File: src/rtl/pll_startup_pkg.sv
package pll_startup_pkg;

  // Ratio of I/O clock to fabric clock, as a binary number.
  // PLL source: ratio equals the serialization factor.
  // External source or serial mode: data rate is twice the source, so ratio halves.
  function automatic logic [3:0] fab_div_ratio(input logic ser8, input logic src_fast);
    logic [1:0] shamt;
    shamt = 2'd2 + {1'b0, ser8} - {1'b0, src_fast};
    return 4'd1 << shamt;
  endfunction

  // Width of a counter that must hold values 0 .. n-1 (at least one bit).
  function automatic int unsigned cnt_width(input int unsigned n);
    return (n > 1) ? $clog2(n) : 1;
  endfunction

endpackage

File: src/rtl/pss_lock_sync.sv
module pss_lock_sync #(
  parameter int unsigned STAGES = 2
) (
  input  logic clk,
  input  logic rst_a,
  input  logic d_async,
  output logic q_sync
);
  logic [STAGES-1:0] chain_q;

  always_ff @(posedge clk or posedge rst_a) begin
    if (rst_a) chain_q <= '0;
    else       chain_q <= {chain_q[STAGES-2:0], d_async};
  end

  assign q_sync = chain_q[STAGES-1];
endmodule

File: src/rtl/pss_settle_cnt.sv
module pss_settle_cnt
  import pll_startup_pkg::*;
#(
  parameter int unsigned SETTLE_CYCLES = 64
) (
  input  logic clk,
  input  logic rst_a,
  input  logic run_i,
  output logic done_o
);
  localparam int unsigned CW = cnt_width(SETTLE_CYCLES);
  localparam logic [CW-1:0] LAST = CW'(SETTLE_CYCLES - 1);

  logic [CW-1:0] cnt_q;
  logic          done_q;

  always_ff @(posedge clk or posedge rst_a) begin
    if (rst_a) begin
      cnt_q  <= '0;
      done_q <= 1'b0;
    end else if (!run_i) begin
      cnt_q  <= '0;
      done_q <= 1'b0;
    end else if (!done_q) begin
      if (cnt_q == LAST) done_q <= 1'b1;
      else               cnt_q  <= cnt_q + 1'b1;
    end
  end

  assign done_o = done_q;
endmodule

File: src/rtl/pss_ratio_sel.sv
module pss_ratio_sel
  import pll_startup_pkg::*;
(
  input  logic       ser8_i,
  input  logic       src_fast_i,
  output logic [3:0] ratio_o
);
  always_comb ratio_o = fab_div_ratio(ser8_i, src_fast_i);
endmodule

File: src/rtl/pll_startup_seq.sv
module pll_startup_seq #(
  parameter int unsigned SETTLE_CYCLES = 64,
  parameter int unsigned SYNC_STAGES   = 2
) (
  input  logic       clk_div,
  input  logic       ext_rst_in,
  input  logic       pll_locked_in,
  input  logic       ser_sel_8,
  input  logic       src_sel_fast,
  output logic       pll_rst_out,
  output logic       blk_rst_out,
  output logic       phy_clk_en_out,
  output logic [3:0] fab_ratio_out
);
  // Internal events, named for the checker.
  logic lock_sync_w;
  logic settle_done_w;

  assign pll_rst_out = ext_rst_in;

  pss_lock_sync #(.STAGES(SYNC_STAGES)) u_sync (
    .clk     (clk_div),
    .rst_a   (ext_rst_in),
    .d_async (pll_locked_in),
    .q_sync  (lock_sync_w)
  );

  pss_settle_cnt #(.SETTLE_CYCLES(SETTLE_CYCLES)) u_cnt (
    .clk    (clk_div),
    .rst_a  (ext_rst_in),
    .run_i  (lock_sync_w),
    .done_o (settle_done_w)
  );

  pss_ratio_sel u_ratio (
    .ser8_i     (ser_sel_8),
    .src_fast_i (src_sel_fast),
    .ratio_o    (fab_ratio_out)
  );

  assign blk_rst_out    = ~lock_sync_w;
  assign phy_clk_en_out = lock_sync_w & settle_done_w;
endmodule

File: config.mk
export PLATFORM = sky130hd
export DESIGN_NAME = pll_startup_seq
export DESIGN_NICKNAME = d
export VERILOG_FILES = /design/src/rtl/pll_startup_pkg.sv /design/src/rtl/pss_lock_sync.sv /design/src/rtl/pss_settle_cnt.sv /design/src/rtl/pss_ratio_sel.sv /design/src/rtl/pll_startup_seq.sv
export SDC_FILE = /design/constraint.sdc
export NUM_CORES = 1
export LEC_CHECK = 0
export ABC_AREA = 1
export BUFFER_PORTS_ARGS = -buffer_cell sky130_fd_sc_hd__buf_2
export CORE_AREA = 2 2 39 41
export DETAILED_ROUTE_END_ITERATION = 7
export DIE_AREA = 0 0 41 43
export PLACE_DENSITY = 0.64
export REMOVE_ABC_BUFFERS = 1
export SLEW_MARGIN = 20
export SYNTH_ARGS = -nofsm -noshare
export SYNTH_HDL_FRONTEND = slang
export SYNTH_HIERARCHICAL = 1
export SYNTH_SLANG_ARGS = --single-unit
File: constraint.sdc
create_clock -name clk_div -period 1.4 [get_ports clk_div]
set_input_delay 0 -clock clk_div [delete_from_list [all_inputs] [get_ports clk_div]]
set_output_delay 0 -clock clk_div [all_outputs]
set_load 0.01 [all_outputs]
After elaboration in Yosys (flattened, before gate mapping)

Cells that the tools add are included.

$add $sub $neg: 3
Eq/ne operators: 3
Shift-type cells: 1
Multiplexer cells: 6
Bitwise logic cells: 2
Reduce and logical (&&, ||, !) cells: 1

Operators by type and width:

| cell                                             | number |
|---|---|
| 2-to-1 mux 6 bit                                 | 3 |
| adder 6 x 1 -> 6 bit (second input constant)     | 1 |
| equality test 6 bit (second input constant)      | 1 |
| != test 2 bit (second input constant)            | 2 |
| << shifter 1 x 2 -> 4 bit (first input constant) | 1 |
| 2-to-1 mux 1 bit                                 | 3 |
| adder 2 x 1 -> 2 bit (first input constant)      | 1 |
| AND reduction 2 bit                              | 1 |
| subtractor 2 x 1 -> 2 bit                        | 1 |
| bitwise AND 1 bit                                | 1 |
| NOT 1 bit                                        | 1 |

Flip-flop bits (word level): 9
Bits of input ports: 5
Output and inout port bits: 7
Word-level logic and storage cells: 19

Longest topological paths before layout

Depth in word-level cells: 4
Mapped depth: 8
Mapped depth without buffers: 8

By module

The synthesis kept the hierarchy.

By module, submodules not included:

| module          | times used | cells an instance | area each (µm²) | sequential area each (µm²) |
|---|---|---|---|---|
| pss_settle_cnt  | 1          | 53                | 416.6           | 175.2 |
| pss_lock_sync   | 1          | 3                 | 53.8            | 50.0 |
| pss_ratio_sel   | 1          | 7                 | 52.6            | 0.0 |
| pll_startup_seq | 1          | 4                 | 18.8            | 0.0 |

Worst setup path after synthesis

OpenSTA, ideal clock, no wires.

Path kind: reg-to-reg
Start: reg u_cnt.cnt_q[0]
End: reg u_cnt.cnt_q[3]
Setup time: 0.066 ns
Arrival time: 1.065 ns
Required time: 1.334 ns
Setup slack: 0.270 ns
Cell stages (with the launch flop): 9
Path buffers: 0
Period minus slack after synthesis: 1.130 ns
Cell sequence: dfrtp_1 ha_1 nand2_2 clkinv_2 nand3_4 nand2_4 nand2_4 nand2_1 nand2_1

Longest elaborated chain between the ends: 4
Elaborated cells on any way between the ends: 7
Classes of those cells: 1 x add/sub; 2 x eq/ne; 3 x mux; 1 x reduce/logical

Ends and longest elaborated chain:

| what                   | RTL line             | source |
|---|---|---|
| from (decl)            | pss_settle_cnt.sv:14 | `logic [CW-1:0] cnt_q;` |
| from (signal assigned) | pss_settle_cnt.sv:26 | `else cnt_q <= cnt_q + 1'b1;` |
| adder 6 x 1 -> 6 bit   | pss_settle_cnt.sv:26 |  |
| 2-to-1 mux 6 bit       | pss_settle_cnt.sv:25 | `if (cnt_q == LAST) done_q <= 1'b1;` |
| 2-to-1 mux 6 bit       | pss_settle_cnt.sv:24 | `end else if (!done_q) begin` |
| 2-to-1 mux 6 bit       | pss_settle_cnt.sv:21 | `end else if (!run_i) begin` |

Parallel ways exist; a longest one is shown, timed or not. The select of a mux whose other input is x is not followed.
A chain may end at the register's enable or synchronous reset.

Final worst setup path

Ends and elaborated chain as after synthesis.

==> summary.md <==
| Metric | Value |
|---|---|
| Critical Path Start Type | flop |
| Highest-delay cell along the critical path | dfrtp_1 |
| XOR/XNOR share of the synthesized area | 0% |
| Fin crit period | 1.24 ns |
| Horiz. Die Dim | around 41 µm |
| Leak | 0.387 nW |
| Area Overhead vs Synth | 22.4% |
| Mux cell area share after synthesis | 0% |
| Row cnt | 14 |
| Routed Wire Length | 981 µm |
| Avg Synthesized Cell Area | 8.09 µm² |
| Grt total ovfl | 0 |
| Worst skew pair latency | 0.26 ns |
| Post-cts sizing count | 0 |
| Post-synthesis simple-gate area fraction | 32.3% |
| CTS Sinks | 9 |
| Layout cells sized above 1 | 29.8% |
| Mapped cell area | 542 µm² |
| Synth Area in Compound Gates | 3.46% |
| Peak per-stage delay on the critical path | just over 0.4 ns |
| CTS root buffer | clkbuf_4 |
| Num CTS Buffers | 3 |
| Vias in the first global route | 426 |
| CP Max Fanout | 5 |
| First-pass GRT wire length | 1640 µm |
| Finish-stage setup viols | 0 |
| Ys async rst share | 100% |
| Largest family of logic cells by synthesized area | simple AND/OR/NAND/NOR gates |
| CP Capture Type | flop |
| Core area | 1380 µm² |
| Yosys warns | 6 |
| Final antenna diode count | 0 |
| Netlist cell types | 18 |
| Area of the multi-input gates | roughly 240 µm² |
| CP Data Required Time | 1.60 ns |
| Worst-path clk slew | 0.06 ns |
| Die Y | 43 µm |
| Initial Util | between 30% and 40% |
| Arr. time, crit path | 1.44 ns |
| Post CTS Setup Buffer Count | 0 |
| I/O Pins | 12 |
| Max-cap violations | 0 |
| Ys flop type | dfrtp_1 |
| Layout fillers | 135 |
| Via density | 4.80 |
| Vias | 480 |
| Routed wire per std cell | 9.81 µm |
| Cell Chain, Critical Path | ha_1 -> nand2_2 -> clkinv_2 -> nand3_4 -> nand2_4 -> nand2_4 -> nand2_1 -> nand2_1 |
| Layout Skew | 0.00306 ns |
| Max_slew headroom | 81.2% |
| Drc violations | 0 |
| Port Buf Inserts | 11 |
| Final period util | 88.3% |
| DPL Wire Length | 762 µm |
| Register area | 225 µm² |
| All-layer global routing usage | 13.5% |
| Post-synthesis adder-cell area fraction | 9.24% |
| Slew Limit Fails | 0 |
| DRT antenna net count | 0 |
| Tightest Pin Transition | 0.282 ns |
| Hold-fix buffers at CTS | 2 |
| Fin Hold WS | about 0.15 ns |
| CTS Buffer Depth | 2 |
| Unrepaired setup endpoints after global routing | no |
| Kind of critical path | flop to flop |
| Number of flops mapped to enable cells by yosys | 0 |
| Status | finished clean |
| Initial DRT Pass Iterations | 4 |
| Setup TNS | 0 ns |
| CTS H-tree lvls | 1 |
| Achievable Freq | 809 MHz |
| Initial antenna violation count | 0 |
| Initial DRC Count | 15 |
| DIE AREA | roughly 1800 µm² |
| Hold crit path type | input port to async pin |
| Final nets | 94 |
| Maximum vdd drop | 0.563 mV |
| Worst reg2reg path depth | 8 |
| Final Hold Fails | 0 |
| Synth Register Bits | 9 |
| P per Cell Area | ~820 nW/µm² |
| Sequential-to-total area share from yosys stat | 41.6% |
| Post-Synthesis Cells | 67 |
| Largest net degree at the start of global routing | 9 |
| TritonCTS clock tree | yes |
| RePlAce Congestion | roughly 0.86 |
final cells by class:
cell class              count  area share, %
clock buffers               4           3.96
inverters                  17           9.81
multi-input cells          40           36.8
flip-flops and latches      9           34.0
well taps                  16           3.02
repair buffers             14           12.5
cells in the mapped netlist (2+ instances only):
library cell,count,area (µm²)
nor2_2,2,12.5
nor2_1,3,11.3
ha_1,4,50.1
nor3_1,2,10.0
dfrtp_1,9,225
inv_1,14,52.6
nand3_1,6,30.0
nand2_4,2,22.5
inv_2,2,7.51
nand4_1,2,12.5
nand2_1,14,52.6
power by group:
group	switching [mW]	internal, mW	total (mW)
clock	0.0876	0.110	0.197
combinational	0.0375	0.0293	0.0668
sequential	0.00818	0.270	0.278
total	0.133	0.409	0.542
critical path, delay by kind of cell (launching register included):
kind | cells | cell delay, ns
adder cells (fa/ha/maj) | 1 | 0.23
buffers and inverters | 1 | 0.08
flip-flops | 1 | 0.41
AND/OR/NAND/NOR | 6 | 0.45
final timing paths:
path                              startpoint                end  slack, ns
setup / recovery              u_cnt/cnt_q[0]     u_cnt/cnt_q[3]       0.16
hold / removal                    ext_rst_in  u_sync/chain_q[1]       0.15
setup reg to reg              u_cnt/cnt_q[0]     u_cnt/cnt_q[3]       0.16
hold reg to reg            u_sync/chain_q[0]  u_sync/chain_q[1]       0.35
max in group asynchronous         ext_rst_in     u_cnt/cnt_q[5]       0.94
min in group clk_div               ser_sel_8   fab_ratio_out[3]       0.34
per-stage QoR:
stage                     total power [mW]  setup WS [ns]  util, %  instance area, µm²  cells
after floorplan                      0.319          0.270        -                 534     66
after global placement               0.344          0.217     44.6                 617     94
after detailed placement             0.346          0.179     44.6                 617     94
after CTS                            0.547          0.168     47.9                 663    100
after global routing                 0.573         0.0665     47.9                 663    100
final                                0.542          0.163     47.9                 663    100
sequential cells by signal, indices dropped and copies added, names as in the netlist:
name	count
u_cnt/done_o	1
u_cnt/cnt_q	6
u_sync/chain_q	2
cell families (layout without fill, tap and decap cells):
logic type               after synthesis  after routing
AND/OR/NAND/NOR                       33             33
buffers and inverters                 18             35
flip-flops                             9              9
adder cells (fa/ha/maj)                4              4
AO/OA/AOI/OAI                          3              3
layer usage:
metal / track usage [%] / up-vias / share of wire, %
li1: - / 237 / -
met1: 15.5 / 216 / 44
met2: 22.2 / 23 / 45
met3: 1.57 / 4 / 8.2
met4: 8.00 / 0 / 2.0
met5: 0 / - / 0
placed cells by master, fill, tap and decap left out:
master,netlist,final
dfrtp_1,9,9
nor2_2,2,2
inv_2,2,2
nand4_1,2,2
o21ai_0,1,1
buf_2,0,11
nor3_1,2,2
nand2_2,1,1
clkbuf_4,0,3
nand3_1,6,6
dlygate4sd3_1,0,2
a21oi_1,1,1
nand3_4,1,1
ha_1,4,4
clkbuf_1,0,1
nand2_4,2,2
o21ai_2,1,1
clkinv_2,1,1
nand2_1,14,14
buf_4,1,1
inv_1,14,14
nor2_1,3,3
Power figures use the tool's default switching activity.
